### src/rtl/tag_store_pkg.sv
package tag_store_pkg;
  localparam logic [1:0] LN_INV = 2'd0;
  localparam logic [1:0] LN_RSV = 2'd1;
  localparam logic [1:0] LN_VLD = 2'd2;

  localparam logic [1:0] RES_HIT     = 2'd0;
  localparam logic [1:0] RES_HIT_RSV = 2'd1;
  localparam logic [1:0] RES_MISS    = 2'd2;
  localparam logic [1:0] RES_FAIL    = 2'd3;
endpackage

### src/rtl/ts_addr_split.sv
module ts_addr_split #(
  parameter int ADDR_W = 32,
  parameter int OFF_W  = 5,
  parameter int IDX_W  = 3,
  localparam int LINE_W = ADDR_W - OFF_W,
  localparam int TAG_W  = ADDR_W - OFF_W - IDX_W
) (
  input  logic [LINE_W-1:0] line_i,
  output logic [IDX_W-1:0]  idx_o,
  output logic [TAG_W-1:0]  tag_o
);
  assign idx_o = line_i[IDX_W-1:0];
  assign tag_o = line_i[LINE_W-1:IDX_W];
endmodule

### src/rtl/ts_way_sel.sv
module ts_way_sel
  import tag_store_pkg::*;
#(
  parameter int NUM_WAYS = 4,
  parameter int TAG_W    = 20,
  parameter int TIME_W   = 32,
  localparam int WAY_W   = (NUM_WAYS > 1) ? $clog2(NUM_WAYS) : 1
) (
  input  logic [NUM_WAYS-1:0][1:0]        st_i,
  input  logic [NUM_WAYS-1:0][TAG_W-1:0]  tag_i,
  input  logic [NUM_WAYS-1:0][TIME_W-1:0] last_i,
  input  logic [TAG_W-1:0]                key_i,
  output logic                            hit_o,
  output logic [WAY_W-1:0]                hit_way_o,
  output logic [1:0]                      hit_st_o,
  output logic                            vic_ok_o,
  output logic [WAY_W-1:0]                vic_way_o
);
  logic              inv_found, vld_found;
  logic [WAY_W-1:0]  inv_way, vld_way;
  logic [TIME_W-1:0] oldest;

  // descending scan: lowest matching way wins
  always_comb begin
    hit_o     = 1'b0;
    hit_way_o = '0;
    hit_st_o  = LN_INV;
    for (int w = NUM_WAYS - 1; w >= 0; w--) begin
      if (st_i[w] != LN_INV && tag_i[w] == key_i) begin
        hit_o     = 1'b1;
        hit_way_o = WAY_W'(w);
        hit_st_o  = st_i[w];
      end
    end
  end

  always_comb begin
    inv_found = 1'b0;
    inv_way   = '0;
    for (int w = 0; w < NUM_WAYS; w++) begin
      if (!inv_found && st_i[w] == LN_INV) begin
        inv_found = 1'b1;
        inv_way   = WAY_W'(w);
      end
    end
  end

  // reserved ways are never candidates
  always_comb begin
    vld_found = 1'b0;
    vld_way   = '0;
    oldest    = '0;
    for (int w = 0; w < NUM_WAYS; w++) begin
      if (st_i[w] == LN_VLD && (!vld_found || last_i[w] < oldest)) begin
        vld_found = 1'b1;
        vld_way   = WAY_W'(w);
        oldest    = last_i[w];
      end
    end
  end

  assign vic_ok_o  = inv_found | vld_found;
  assign vic_way_o = inv_found ? inv_way : vld_way;
endmodule

### src/rtl/ts_counters.sv
module ts_counters #(
  parameter int CNT_W = 32,
  parameter int NUM   = 3
) (
  input  logic                       clk_i,
  input  logic                       rst_ni,
  input  logic [NUM-1:0]             inc_i,
  output logic [NUM-1:0][CNT_W-1:0]  cnt_o
);
  for (genvar i = 0; i < NUM; i++) begin : g_cnt
    logic [CNT_W-1:0] cnt_q;
    always_ff @(posedge clk_i or negedge rst_ni) begin
      if (!rst_ni)       cnt_q <= '0;
      else if (inc_i[i]) cnt_q <= cnt_q + CNT_W'(1);
    end
    assign cnt_o[i] = cnt_q;
  end
endmodule

### src/rtl/tag_store.sv
module tag_store
  import tag_store_pkg::*;
#(
  parameter int ADDR_W        = 32,
  parameter int LINE_BYTES    = 32,
  parameter int NUM_SETS      = 8,
  parameter int NUM_WAYS      = 4,
  parameter int TIME_W        = 32,
  parameter int CNT_W         = 32,
  parameter bit ALLOC_ON_MISS = 1'b1,
  localparam int OFF_W  = $clog2(LINE_BYTES),
  localparam int IDX_W  = $clog2(NUM_SETS),
  localparam int TAG_W  = ADDR_W - OFF_W - IDX_W,
  localparam int WAY_W  = (NUM_WAYS > 1) ? $clog2(NUM_WAYS) : 1
) (
  input  logic              clk_i,
  input  logic              rst_ni,
  input  logic              flush_i,
  input  logic              req_i,
  input  logic [ADDR_W-1:0] req_addr_i,
  input  logic              fill_i,
  input  logic [ADDR_W-1:0] fill_addr_i,
  output logic              rsp_valid_o,
  output logic [1:0]        rsp_status_o,
  output logic [WAY_W-1:0]  rsp_way_o,
  output logic [ADDR_W-1:0] rsp_blk_addr_o,
  output logic [CNT_W-1:0]  access_cnt_o,
  output logic [CNT_W-1:0]  miss_cnt_o,
  output logic [CNT_W-1:0]  pend_hit_cnt_o
);
  typedef logic [NUM_WAYS-1:0][1:0]        set_st_t;
  typedef logic [NUM_WAYS-1:0][TAG_W-1:0]  set_tag_t;
  typedef logic [NUM_WAYS-1:0][TIME_W-1:0] set_last_t;

  set_st_t   st_q   [NUM_SETS], st_mid   [NUM_SETS], st_nxt   [NUM_SETS];
  set_tag_t  tag_q  [NUM_SETS], tag_mid  [NUM_SETS], tag_nxt  [NUM_SETS];
  set_last_t last_q [NUM_SETS], last_mid [NUM_SETS], last_nxt [NUM_SETS];
  logic [TIME_W-1:0] now_q;

  logic              unused_off;
  assign unused_off = ^{req_addr_i[OFF_W-1:0], fill_addr_i[OFF_W-1:0]};

  // address split
  logic [IDX_W-1:0] r_idx, f_idx;
  logic [TAG_W-1:0] r_tag, f_tag;

  ts_addr_split #(.ADDR_W(ADDR_W), .OFF_W(OFF_W), .IDX_W(IDX_W)) u_split_req (
    .line_i(req_addr_i[ADDR_W-1:OFF_W]), .idx_o(r_idx), .tag_o(r_tag)
  );
  ts_addr_split #(.ADDR_W(ADDR_W), .OFF_W(OFF_W), .IDX_W(IDX_W)) u_split_fill (
    .line_i(fill_addr_i[ADDR_W-1:OFF_W]), .idx_o(f_idx), .tag_o(f_tag)
  );

  // fill stage: looks at registered state
  logic             f_hit, f_vic_ok;
  logic [WAY_W-1:0] f_hit_way, f_vic_way;
  logic [1:0]       f_hit_st;

  ts_way_sel #(.NUM_WAYS(NUM_WAYS), .TAG_W(TAG_W), .TIME_W(TIME_W)) u_sel_fill (
    .st_i(st_q[f_idx]), .tag_i(tag_q[f_idx]), .last_i(last_q[f_idx]), .key_i(f_tag),
    .hit_o(f_hit), .hit_way_o(f_hit_way), .hit_st_o(f_hit_st),
    .vic_ok_o(f_vic_ok), .vic_way_o(f_vic_way)
  );

  logic             fill_set_vld, fill_set_tag;
  logic [WAY_W-1:0] fill_way;

  if (ALLOC_ON_MISS) begin : g_fill_promote
    logic unused_fvic;
    assign unused_fvic  = f_vic_ok ^ (^f_vic_way);
    assign fill_set_vld = f_hit && (f_hit_st == LN_RSV);
    assign fill_set_tag = 1'b0;
    assign fill_way     = f_hit_way;
  end else begin : g_fill_install
    logic unused_fhit;
    assign unused_fhit  = (^f_hit_st) ^ (^f_hit_way);
    assign fill_set_vld = !f_hit && f_vic_ok;
    assign fill_set_tag = fill_set_vld;
    assign fill_way     = f_vic_way;
  end

  // flush beats fill
  always_comb begin
    st_mid   = st_q;
    tag_mid  = tag_q;
    last_mid = last_q;
    if (flush_i) begin
      for (int s = 0; s < NUM_SETS; s++) st_mid[s] = '0;
    end else if (fill_i) begin
      if (fill_set_vld) st_mid[f_idx][fill_way] = LN_VLD;
      if (fill_set_tag) begin
        tag_mid[f_idx][fill_way]  = f_tag;
        last_mid[f_idx][fill_way] = now_q;
      end
    end
  end

  // lookup stage: sees post-flush/fill state
  logic             r_hit, r_vic_ok;
  logic [WAY_W-1:0] r_hit_way, r_vic_way;
  logic [1:0]       r_hit_st;

  ts_way_sel #(.NUM_WAYS(NUM_WAYS), .TAG_W(TAG_W), .TIME_W(TIME_W)) u_sel_req (
    .st_i(st_mid[r_idx]), .tag_i(tag_mid[r_idx]), .last_i(last_mid[r_idx]), .key_i(r_tag),
    .hit_o(r_hit), .hit_way_o(r_hit_way), .hit_st_o(r_hit_st),
    .vic_ok_o(r_vic_ok), .vic_way_o(r_vic_way)
  );

  logic [1:0]       res;
  logic [WAY_W-1:0] res_way;

  always_comb begin
    res     = RES_FAIL;
    res_way = '0;
    if (r_hit) begin
      res     = (r_hit_st == LN_VLD) ? RES_HIT : RES_HIT_RSV;
      res_way = r_hit_way;
    end else if (r_vic_ok) begin
      res     = RES_MISS;
      res_way = r_vic_way;
    end
  end

  always_comb begin
    st_nxt   = st_mid;
    tag_nxt  = tag_mid;
    last_nxt = last_mid;
    if (req_i) begin
      if (r_hit) begin
        last_nxt[r_idx][r_hit_way] = now_q;
      end else if (r_vic_ok && ALLOC_ON_MISS) begin
        st_nxt[r_idx][r_vic_way]   = LN_RSV;
        tag_nxt[r_idx][r_vic_way]  = r_tag;
        last_nxt[r_idx][r_vic_way] = now_q;
      end
    end
  end

  always_ff @(posedge clk_i or negedge rst_ni) begin
    if (!rst_ni) begin
      for (int s = 0; s < NUM_SETS; s++) begin
        st_q[s]   <= '0;
        tag_q[s]  <= '0;
        last_q[s] <= '0;
      end
      now_q <= '0;
    end else begin
      st_q   <= st_nxt;
      tag_q  <= tag_nxt;
      last_q <= last_nxt;
      now_q  <= now_q + TIME_W'(1);
    end
  end

  // response register
  logic              rsp_valid_q;
  logic [1:0]        rsp_status_q;
  logic [WAY_W-1:0]  rsp_way_q;
  logic [ADDR_W-1:0] rsp_blk_q;

  always_ff @(posedge clk_i or negedge rst_ni) begin
    if (!rst_ni) begin
      rsp_valid_q  <= 1'b0;
      rsp_status_q <= RES_HIT;
      rsp_way_q    <= '0;
      rsp_blk_q    <= '0;
    end else begin
      rsp_valid_q <= req_i;
      if (req_i) begin
        rsp_status_q <= res;
        rsp_way_q    <= res_way;
        rsp_blk_q    <= {req_addr_i[ADDR_W-1:OFF_W], {OFF_W{1'b0}}};
      end
    end
  end

  assign rsp_valid_o    = rsp_valid_q;
  assign rsp_status_o   = rsp_status_q;
  assign rsp_way_o      = rsp_way_q;
  assign rsp_blk_addr_o = rsp_blk_q;

  // counters: [0] access, [1] miss, [2] pending hit
  logic [2:0]            cnt_inc;
  logic [2:0][CNT_W-1:0] cnt_val;

  assign cnt_inc = {req_i && (res == RES_HIT_RSV), req_i && res[1], req_i};

  ts_counters #(.CNT_W(CNT_W), .NUM(3)) u_cnt (
    .clk_i(clk_i), .rst_ni(rst_ni), .inc_i(cnt_inc), .cnt_o(cnt_val)
  );

  assign access_cnt_o   = cnt_val[0];
  assign miss_cnt_o     = cnt_val[1];
  assign pend_hit_cnt_o = cnt_val[2];

  // assertions
  a_r2_rsp_follows_req: assert property (@(posedge clk_i) disable iff (!rst_ni)
    req_i |=> rsp_valid_o);
  a_r2_no_rsp_when_idle: assert property (@(posedge clk_i) disable iff (!rst_ni)
    !req_i |=> !rsp_valid_o);
  a_r8_access_step: assert property (@(posedge clk_i) disable iff (!rst_ni)
    req_i |=> access_cnt_o == $past(access_cnt_o) + CNT_W'(1));
  a_r8_miss_step: assert property (@(posedge clk_i) disable iff (!rst_ni)
    (rsp_valid_o && rsp_status_o[1]) |-> miss_cnt_o == $past(miss_cnt_o) + CNT_W'(1));
  a_r8_pend_step: assert property (@(posedge clk_i) disable iff (!rst_ni)
    (rsp_valid_o && rsp_status_o == RES_HIT_RSV) |->
      pend_hit_cnt_o == $past(pend_hit_cnt_o) + CNT_W'(1));
  a_r9_flush_then_miss: assert property (@(posedge clk_i) disable iff (!rst_ni)
    (flush_i && req_i) |=> rsp_status_o == RES_MISS && rsp_way_o == '0);

  if (!ALLOC_ON_MISS) begin : g_chk_on_fill
    a_r10_no_reserve: assert property (@(posedge clk_i) disable iff (!rst_ni)
      rsp_valid_o |-> (rsp_status_o == RES_HIT || rsp_status_o == RES_MISS));
  end
endmodule

### config.mk
export PLATFORM = sky130hd
export DESIGN_NAME = tag_store
export DESIGN_NICKNAME = d
export VERILOG_FILES = /design/src/rtl/tag_store_pkg.sv /design/src/rtl/ts_addr_split.sv /design/src/rtl/ts_way_sel.sv /design/src/rtl/ts_counters.sv /design/src/rtl/tag_store.sv
export SDC_FILE = /design/constraint.sdc
export NUM_CORES = 2
export LEC_CHECK = 0
export ABC_AREA = 1
export BUFFER_PORTS_ARGS = -buffer_cell sky130_fd_sc_hd__buf_2
export CORE_AREA = 2 2 512 514
export DETAILED_ROUTE_END_ITERATION = 10
export DIE_AREA = 0 0 514 516
export PLACE_DENSITY = 0.56
export SYNTH_ARGS = -nofsm -noshare
export SYNTH_HDL_FRONTEND = slang
export SYNTH_SLANG_ARGS = --single-unit
### constraint.sdc
create_clock -name clk_i -period 10.8 [get_ports clk_i]
set_clock_uncertainty 0.15 [all_clocks]
set_input_delay 1.62 -clock clk_i [delete_from_list [all_inputs] [get_ports clk_i]]
set_output_delay 1.62 -clock clk_i [all_outputs]
set_load 0.01 [all_outputs]
After elaboration in Yosys (flattened, before gate mapping)
Cells that the tools add are included.
{"block": "totals", "ff_bits": 2016, "inputBits": 69, "output_inout_bits": 133}
{"block": "op_classes", "add_sub_neg": 4, "magnitude_cmp": 13, "eq_ne": 15, "n_mux": 93, "n_bitwise": 10, "reduce_logical": 46}
{"cell": "$bwmux W1024", "n": 2}
{"cell": "$mux W1024", "n": 2}
{"cell": "$bwmux W768", "n": 1}
{"cell": "$demux W128 S3", "n": 2}
{"cell": "$bmux W96 S3", "n": 2}
{"cell": "$mux W128", "n": 4}
{"cell": "$mux W96", "n": 5}
{"cell": "$bmux W128 S3", "n": 1}
{"cell": "$mux W64", "n": 6}
{"cell": "$demux W96 S3", "n": 1}
{"cell": "$eq A24 B24 Y1", "n": 8}
{"cell": "$mux W32", "n": 5}
{"cell": "$add A32 B1 Y32 const B", "n": 4}
{"cell": "$demux W32 S2", "n": 2}
{"cell": "$lt A32 B32 Y1", "n": 3}
{"cell": "$and A32 B32 Y32", "n": 2}
{"cell": "$not A32 Y32", "n": 2}
{"cell": "$or A32 B32 Y32", "n": 2}
{"cell": "$mux W2", "n": 26}
{"cell": "$bmux W8 S3", "n": 2}
{"cell": "$demux W24 S2", "n": 1}
{"cell": "$demux W8 S3", "n": 2}
{"cell": "$mux W8", "n": 6}
{"cell": "$mux W24", "n": 1}
{"cell": "other kinds (18)", "n": 89}

Logic depth before layout (Yosys ltp)
{"block": "depth", "word_depth": 50, "mapped_depth": 85, "mapped_depth_nobuf": 77}

Hierarchy
From an unflattened synthesis, not the netlist that was laid out.
{"block": "hier_totals", "cells_unflattened": 13755, "hier_area_um2": 106797.4}
{"module": "tag_store", "instances": 1, "cells_each": 11700, "area_per_inst_um2": 92990.4, "seq_area_each_um2": 48046.1}
{"module": "ts_way_sel", "instances": 2, "cells_each": 692, "area_per_inst_um2": 4174.0, "seq_area_each_um2": 0.0}
{"module": "ts_counters", "instances": 1, "cells_each": 617, "area_per_inst_um2": 5053.6, "seq_area_each_um2": 2402.3}
{"module": "ts_addr_split", "instances": 2, "cells_each": 27, "area_per_inst_um2": 202.7, "seq_area_each_um2": 0.0}

Worst setup path before layout
OpenSTA, ideal clock, no wires.
{"block": "synth_path", "path_type": "input to register", "start": "input fill_addr_i[6]", "end": "register tag_q[742] (netlist name)", "setup_time_ns": 0.130, "arrival_ns": 9.838, "setup_slack_ns": 0.681, "cell_stages": 71, "cell_sequence": "buf_2 -> buf_4 -> clkbuf_1 -> nand2_1 -> nand2_1 -> nand2_1 -> nand3_1 -> nand2_1 -> nor2_1 -> nand2_1 -> nor2_1 -> nand2_1 -> nor2_1 -> nor2_1 -> nand3_4 -> nand4_1 -> nand3_1 -> nand2_1 -> (+35 left out) -> inv_1 -> nand3_1 -> nor3_1 -> nor4b_1 -> nand2_1 -> nand2_1 -> nand2_1 -> nand2_2 -> nand2_2 -> nand2_4 -> nand2_8 -> nor2_8 -> buf_4 -> nand3_2 -> buf_2 -> buf_6 -> nand2_1 -> o21ai_1"}
{"block": "synth_via", "elab_chain_len": 46}
{"item": "start: declaration", "line_no": "tag_store.sv:22", "rtl": "input logic [ADDR_W-1:0] fill_addr_i,"}
{"item": "$not A3 Y4 (*)"}
{"item": "$bmux W96 S3 / $bmux W8 S3 (equally long branches)", "line_no": "tag_store.sv:60", "rtl": ".st_i(st_q[f_idx]), .tag_i(tag_q[f_idx]), .last_i(last_q[f_idx]), .key_i(f_tag),"}
{"item": "$mux W96 (implied by the code) / $mux W8 (equally long branches) (2 in a row)", "line_no": "tag_store.sv:60"}
{"item": "$eq A24 B24 Y1 / $reduce_bool A2 Y1 (equally long branches)", "line_no": "ts_way_sel.sv:29", "rtl": "if (st_i[w] != LN_INV && tag_i[w] == key_i) begin"}
{"item": "$logic_and A1 B1 Y1", "line_no": "ts_way_sel.sv:29"}
{"item": "$mux W2 (4 in a row)", "line_no": "ts_way_sel.sv:29"}
{"item": "$lt A2 B3 Y1 / $ge A2 B1 Y1 (equally long branches)"}
{"item": "$logic_and A1 B1 Y1"}
{"item": "(+26 left out)"}
{"item": "$mux W2", "line_no": "ts_way_sel.sv:63", "rtl": "assign vic_way_o = inv_found ? inv_way : vld_way;"}
{"item": "$lt A2 B3 Y1 (implied by the code) / $ge A2 B1 Y1 (equally long branches)", "line_no": "tag_store.sv:133", "rtl": "tag_nxt[r_idx][r_vic_way] = r_tag;"}
{"item": "$logic_and A1 B1 Y1 (implied by the code)", "line_no": "tag_store.sv:133"}
{"item": "$mux W24 (implied by the code)", "line_no": "tag_store.sv:133"}
{"item": "$demux W24 S2", "line_no": "tag_store.sv:133"}
{"item": "$mux W96 (implied by the code)", "line_no": "tag_store.sv:133"}
{"item": "$demux W96 S3", "line_no": "tag_store.sv:133"}
{"item": "$bwmux W768", "line_no": "tag_store.sv:133"}
{"item": "end signal: assignment", "line_no": "tag_store.sv:149", "rtl": "tag_q <= tag_nxt;"}
{"item": "end: declaration", "line_no": "tag_store.sv:36", "rtl": "set_tag_t tag_q [NUM_SETS], tag_mid [NUM_SETS], tag_nxt [NUM_SETS];"}
Every way passes the cells marked *; elsewhere a longest branch is shown, timed or not. The select of a mux whose other input is x is not followed.
A chain may end at the register's enable or synchronous reset.

Worst setup path after layout
{"block": "layout_path", "start": "input fill_addr_i[5]", "end": "register tag_q[238] (netlist name)"}
Same word-level chain as after synthesis.

==> impl_metrics.csv <==
group,metric,value,unit
power_and_ir_drop,ir_drop,0.0001377,V
synth,async_flop_share,100.0,%
clock_tree,cts_tree,"yes",
worst_setup_path,crit_type,"input port to register",
die,start_util,39.89,%
timing,final_max_slew_viol_count,0,
worst_setup_path,slowest_stage,"buf_6",
worst_setup_path,timing.rr.start,"tag_q[632]",
worst_setup_path,cp.required,11.42,ns
drt,wl_per_cell,27.88,µm
die,die_x,514,µm
drt,wl_met1,202200,µm
synth,synth_largest_area_cell,"dfrtp_1",
finish,final_layout_size_suffix_gt1_share,15.36,%
hold_path,worstHoldPathType,"register to register",
finish,multiInputGateArea,47960,µm²
drt,route.met3.wl,61280,µm
grt,grt_pass1_vias,97326,
worst_setup_path,critPathCaptureType,"register",
clock_tree,hold_buffers,0,
worst_setup_path,critPathMaxFanout,24,
synth,synth_edf_count,0,
hold_path,hold_path_end,"last_q[765]",
drt,viasPerCell,5.895,
die,die_y,516,µm
grt,grt_pass1_wl,689600,µm
die,die_area,265200,µm²
clock_tree,numCtsBuffers,233,
power_and_ir_drop,power.total,19.10,mW
finish,fin_util,48.76,%
clock_tree,cts_buffer_depth,4,
drt,drc,0,
worst_setup_path,arrival,11.62,ns
timing,whs,0.3138,ns
worst_setup_path,cp-start-kind,"input port",
timing,relSlewSlack,14.38,%
drt,dr_wl_met2,201400,µm
synth,yosysSeqAreaShare,48.78,%
power_and_ir_drop,power_density,151.1,nW/µm²
power_and_ir_drop,leakagePower,64.64,nW
timing,hold_viol,0,
synth,synthCells,13499,
status,violations,"negative setup slack",
grt,grt_usage,35.14,%
placed_design,portBuffers,186,
drt,top_layer,"met5",
finish,fillers,25101,
synth,synth_area_leaders,"dfrtp_1 49%, nand2_1 18%, nand3_1 6.9%, o21ai_0 4.0%, inv_1 2.6%",
drt,drt_iter0_drc,14735,
worst_setup_path,rrSetupSlack,0.69,ns
synth,synth_seq_cells,2016,
hold_path,hp-start,"last_q[765]",
die,ios,202,
finish,syn_to_final_growth,22.22,%
synth,dominantRegCellSynth,"dfrtp_1",
placed_design,pre_cts_slack,-2.083,ns
hold_path,hold_depth,2,
timing,rsz0062_at_grt,"yes",
timing,tns,-36.77,ns
synth,synth_area,103400,µm²
worst_setup_path,rr_worst_depth,69,
timing,fin_crit_sh,101.9,%
die,rows,187,
clock_tree,cts_root_buffer,"clkbuf_16",
flow_run,cap_violations,0,
grt,grt_antenna_before_repair,27,
die,core-area,259200,µm²
timing,final.min_clock_period,11.00,ns
worst_setup_path,crit_top_cell,"nand2_2",
timing,setup_violations,707,
timing,max_slew.worst_pin.slew,1.281,ns
placed_design,routabilityCongestion,0.9815,
finish,nets,14140,
drt,drt-total-wl,489600,µm
clock_tree,clkLatencyLatePin,0.95,ns
clock_tree,htreeDepth,4,
synth,yosys.cell_types.count,64,
synth,yosysWarnings,0,
grt,grt_overflow_total,0,
worst_setup_path,reg2reg_to,"tag_q[238]",
synth,avgSynthCellArea,7.661,µm²
clock_tree,clk_pin_slew,0.06,ns
timing,max_freq,90.90,MHz
grt,grt_max_degree,178,
drt,ant_nets,0,
drt,vias,103523,
synth,synth_top_area_share,48.78,%
drt,drtPass1Iterations,8,
clock_tree,cts.sinks,2016,
status,outcome,"finished with violations",
placed_design,dpl.hpwl,311600,µm
timing,fin_ws,-0.2014,ns
finish,seq_area,50450,µm²
worst_setup_path,crit_path_max_incr_delay,0.40,ns
[repair_timing]
| action | in CTS | in global routing |
|---|---|---|
| endpoints found under the hold margin | 0 | 0 |
| setup endpoints to repair | 1858 | 1858 |
| gates resized for setup | 39 | 587 |
| buffers inserted | 6 | 87 |
| pin swaps | 7 | 126 |
| gates cloned | 4 | 55 |
[final cells by class]
cell class,count,share of cell area (%)
clock inverters,79,0.8147
repair buffers,1273,10.41
inverters,739,2.253
clock buffers,331,5.285
well taps,3402,3.368
diodes,9,0.01782
repair inverters,1,0.005939
flip-flops and latches,2016,39.91
multi-input cells,9710,37.94
[how the worst max path moves through the flow]
stage / startpoint / to / slack, ns
finish: fill_addr_i[5] / tag_q[238] / -0.20
CTS: fill_addr_i[5] / tag_q[713] / -0.58
global placement: fill_addr_i[6] / tag_q[296] / -2.34
detailed placement: fill_addr_i[5] / tag_q[288] / -2.08
global route: fill_addr_i[5] / tag_q[227] / -0.58
floorplan: fill_addr_i[6] / tag_q[742] / 0.68
[per-layer routing]
layer | track usage, % | up-vias
met5 | 0 | -
met4 | 15.66 | 18
met3 | 9.743 | 1103
met2 | 50.27 | 6258
met1 | 49.36 | 50705
li1 | - | 45439
[stage by stage]
step	area, µm²	instances
6_report	126400	17560
5_1_grt	126400	17552
4_1_cts	122300	17410
3_5_place_dp	114200	16990
3_3_place_gp	114200	16990
2_1_floorplan	103400	13503
[critical path, delay by kind of cell]
| kind | cells | cell delay (ns) |
|---|---|---|
| compound gates | 16 | 2.76 |
| fa+ha+maj | 3 | 0.93 |
| buf+inv | 18 | 2.80 |
| simple gates | 36 | 3.38 |
[logic make-up after synthesis]
group                      Yosys count  share of synthesized area (%)
AOI/OAI and AO/OA                 2069                          11.82
xor gates and xnor gates           201                          1.702
adders and majority gates           97                          1.174
buffers and inverters             1785                          7.001
DFF                               2016                          48.78
other                                1                       0.003626
and+or+nand+nor                   7330                          29.52
[cell usage after synthesis, drive strengths merged, types with 42 or more instances]
cell	number
clkbuf	666
o21ai	1146
nand3	1420
nor2	448
buf	380
o211ai	42
o22ai	414
nor3	79
or2	84
dfrtp	2016
inv	723
nand2	5063
or4	70
a221oi	119
ha	97
a22oi	114
nand4	107
xor2	180
a21oi	93
[cells in the final DEF (no fill, tap or decap), drive strengths merged, types with 21 or more instances in the layout]
master / netlist / routed
a21oi: 93 / 93
a221oi: 119 / 119
a22o: 28 / 28
a22oi: 114 / 114
buf: 380 / 1231
bufinv: 0 / 22
clkbuf: 666 / 373
clkinv: 16 / 58
dfrtp: 2016 / 2016
ha: 97 / 97
inv: 723 / 730
nand2: 5063 / 5069
nand3: 1420 / 1421
nand4: 107 / 107
nor2: 448 / 449
nor3: 79 / 79
nor4: 32 / 32
o2111ai: 40 / 40
o211ai: 42 / 42
o21ai: 1146 / 1146
o221ai: 27 / 27
o22ai: 414 / 414
or2: 84 / 84
or4: 70 / 70
xnor2: 21 / 21
xor2: 180 / 180
[sequential cells by signal, summed over array words and instances (netlist names)]
signal             flops
last_q              1024
rsp_valid_o            1
rsp_blk_addr_o        27
st_q                  64
rsp_way_o              2
u_cnt.g_cnt.cnt_q     96
tag_q                768
rsp_status_o           2
now_q                 32
[report_power, final]
group / total (mW) / internal, mW / switching (mW)
Sequential: 8.26 / 7.93 / 0.327
Combinational: 2.63 / 0.846 / 1.79
Clock: 8.21 / 4.80 / 3.41
No activity file was read; power rests on OpenSTA's default activity.
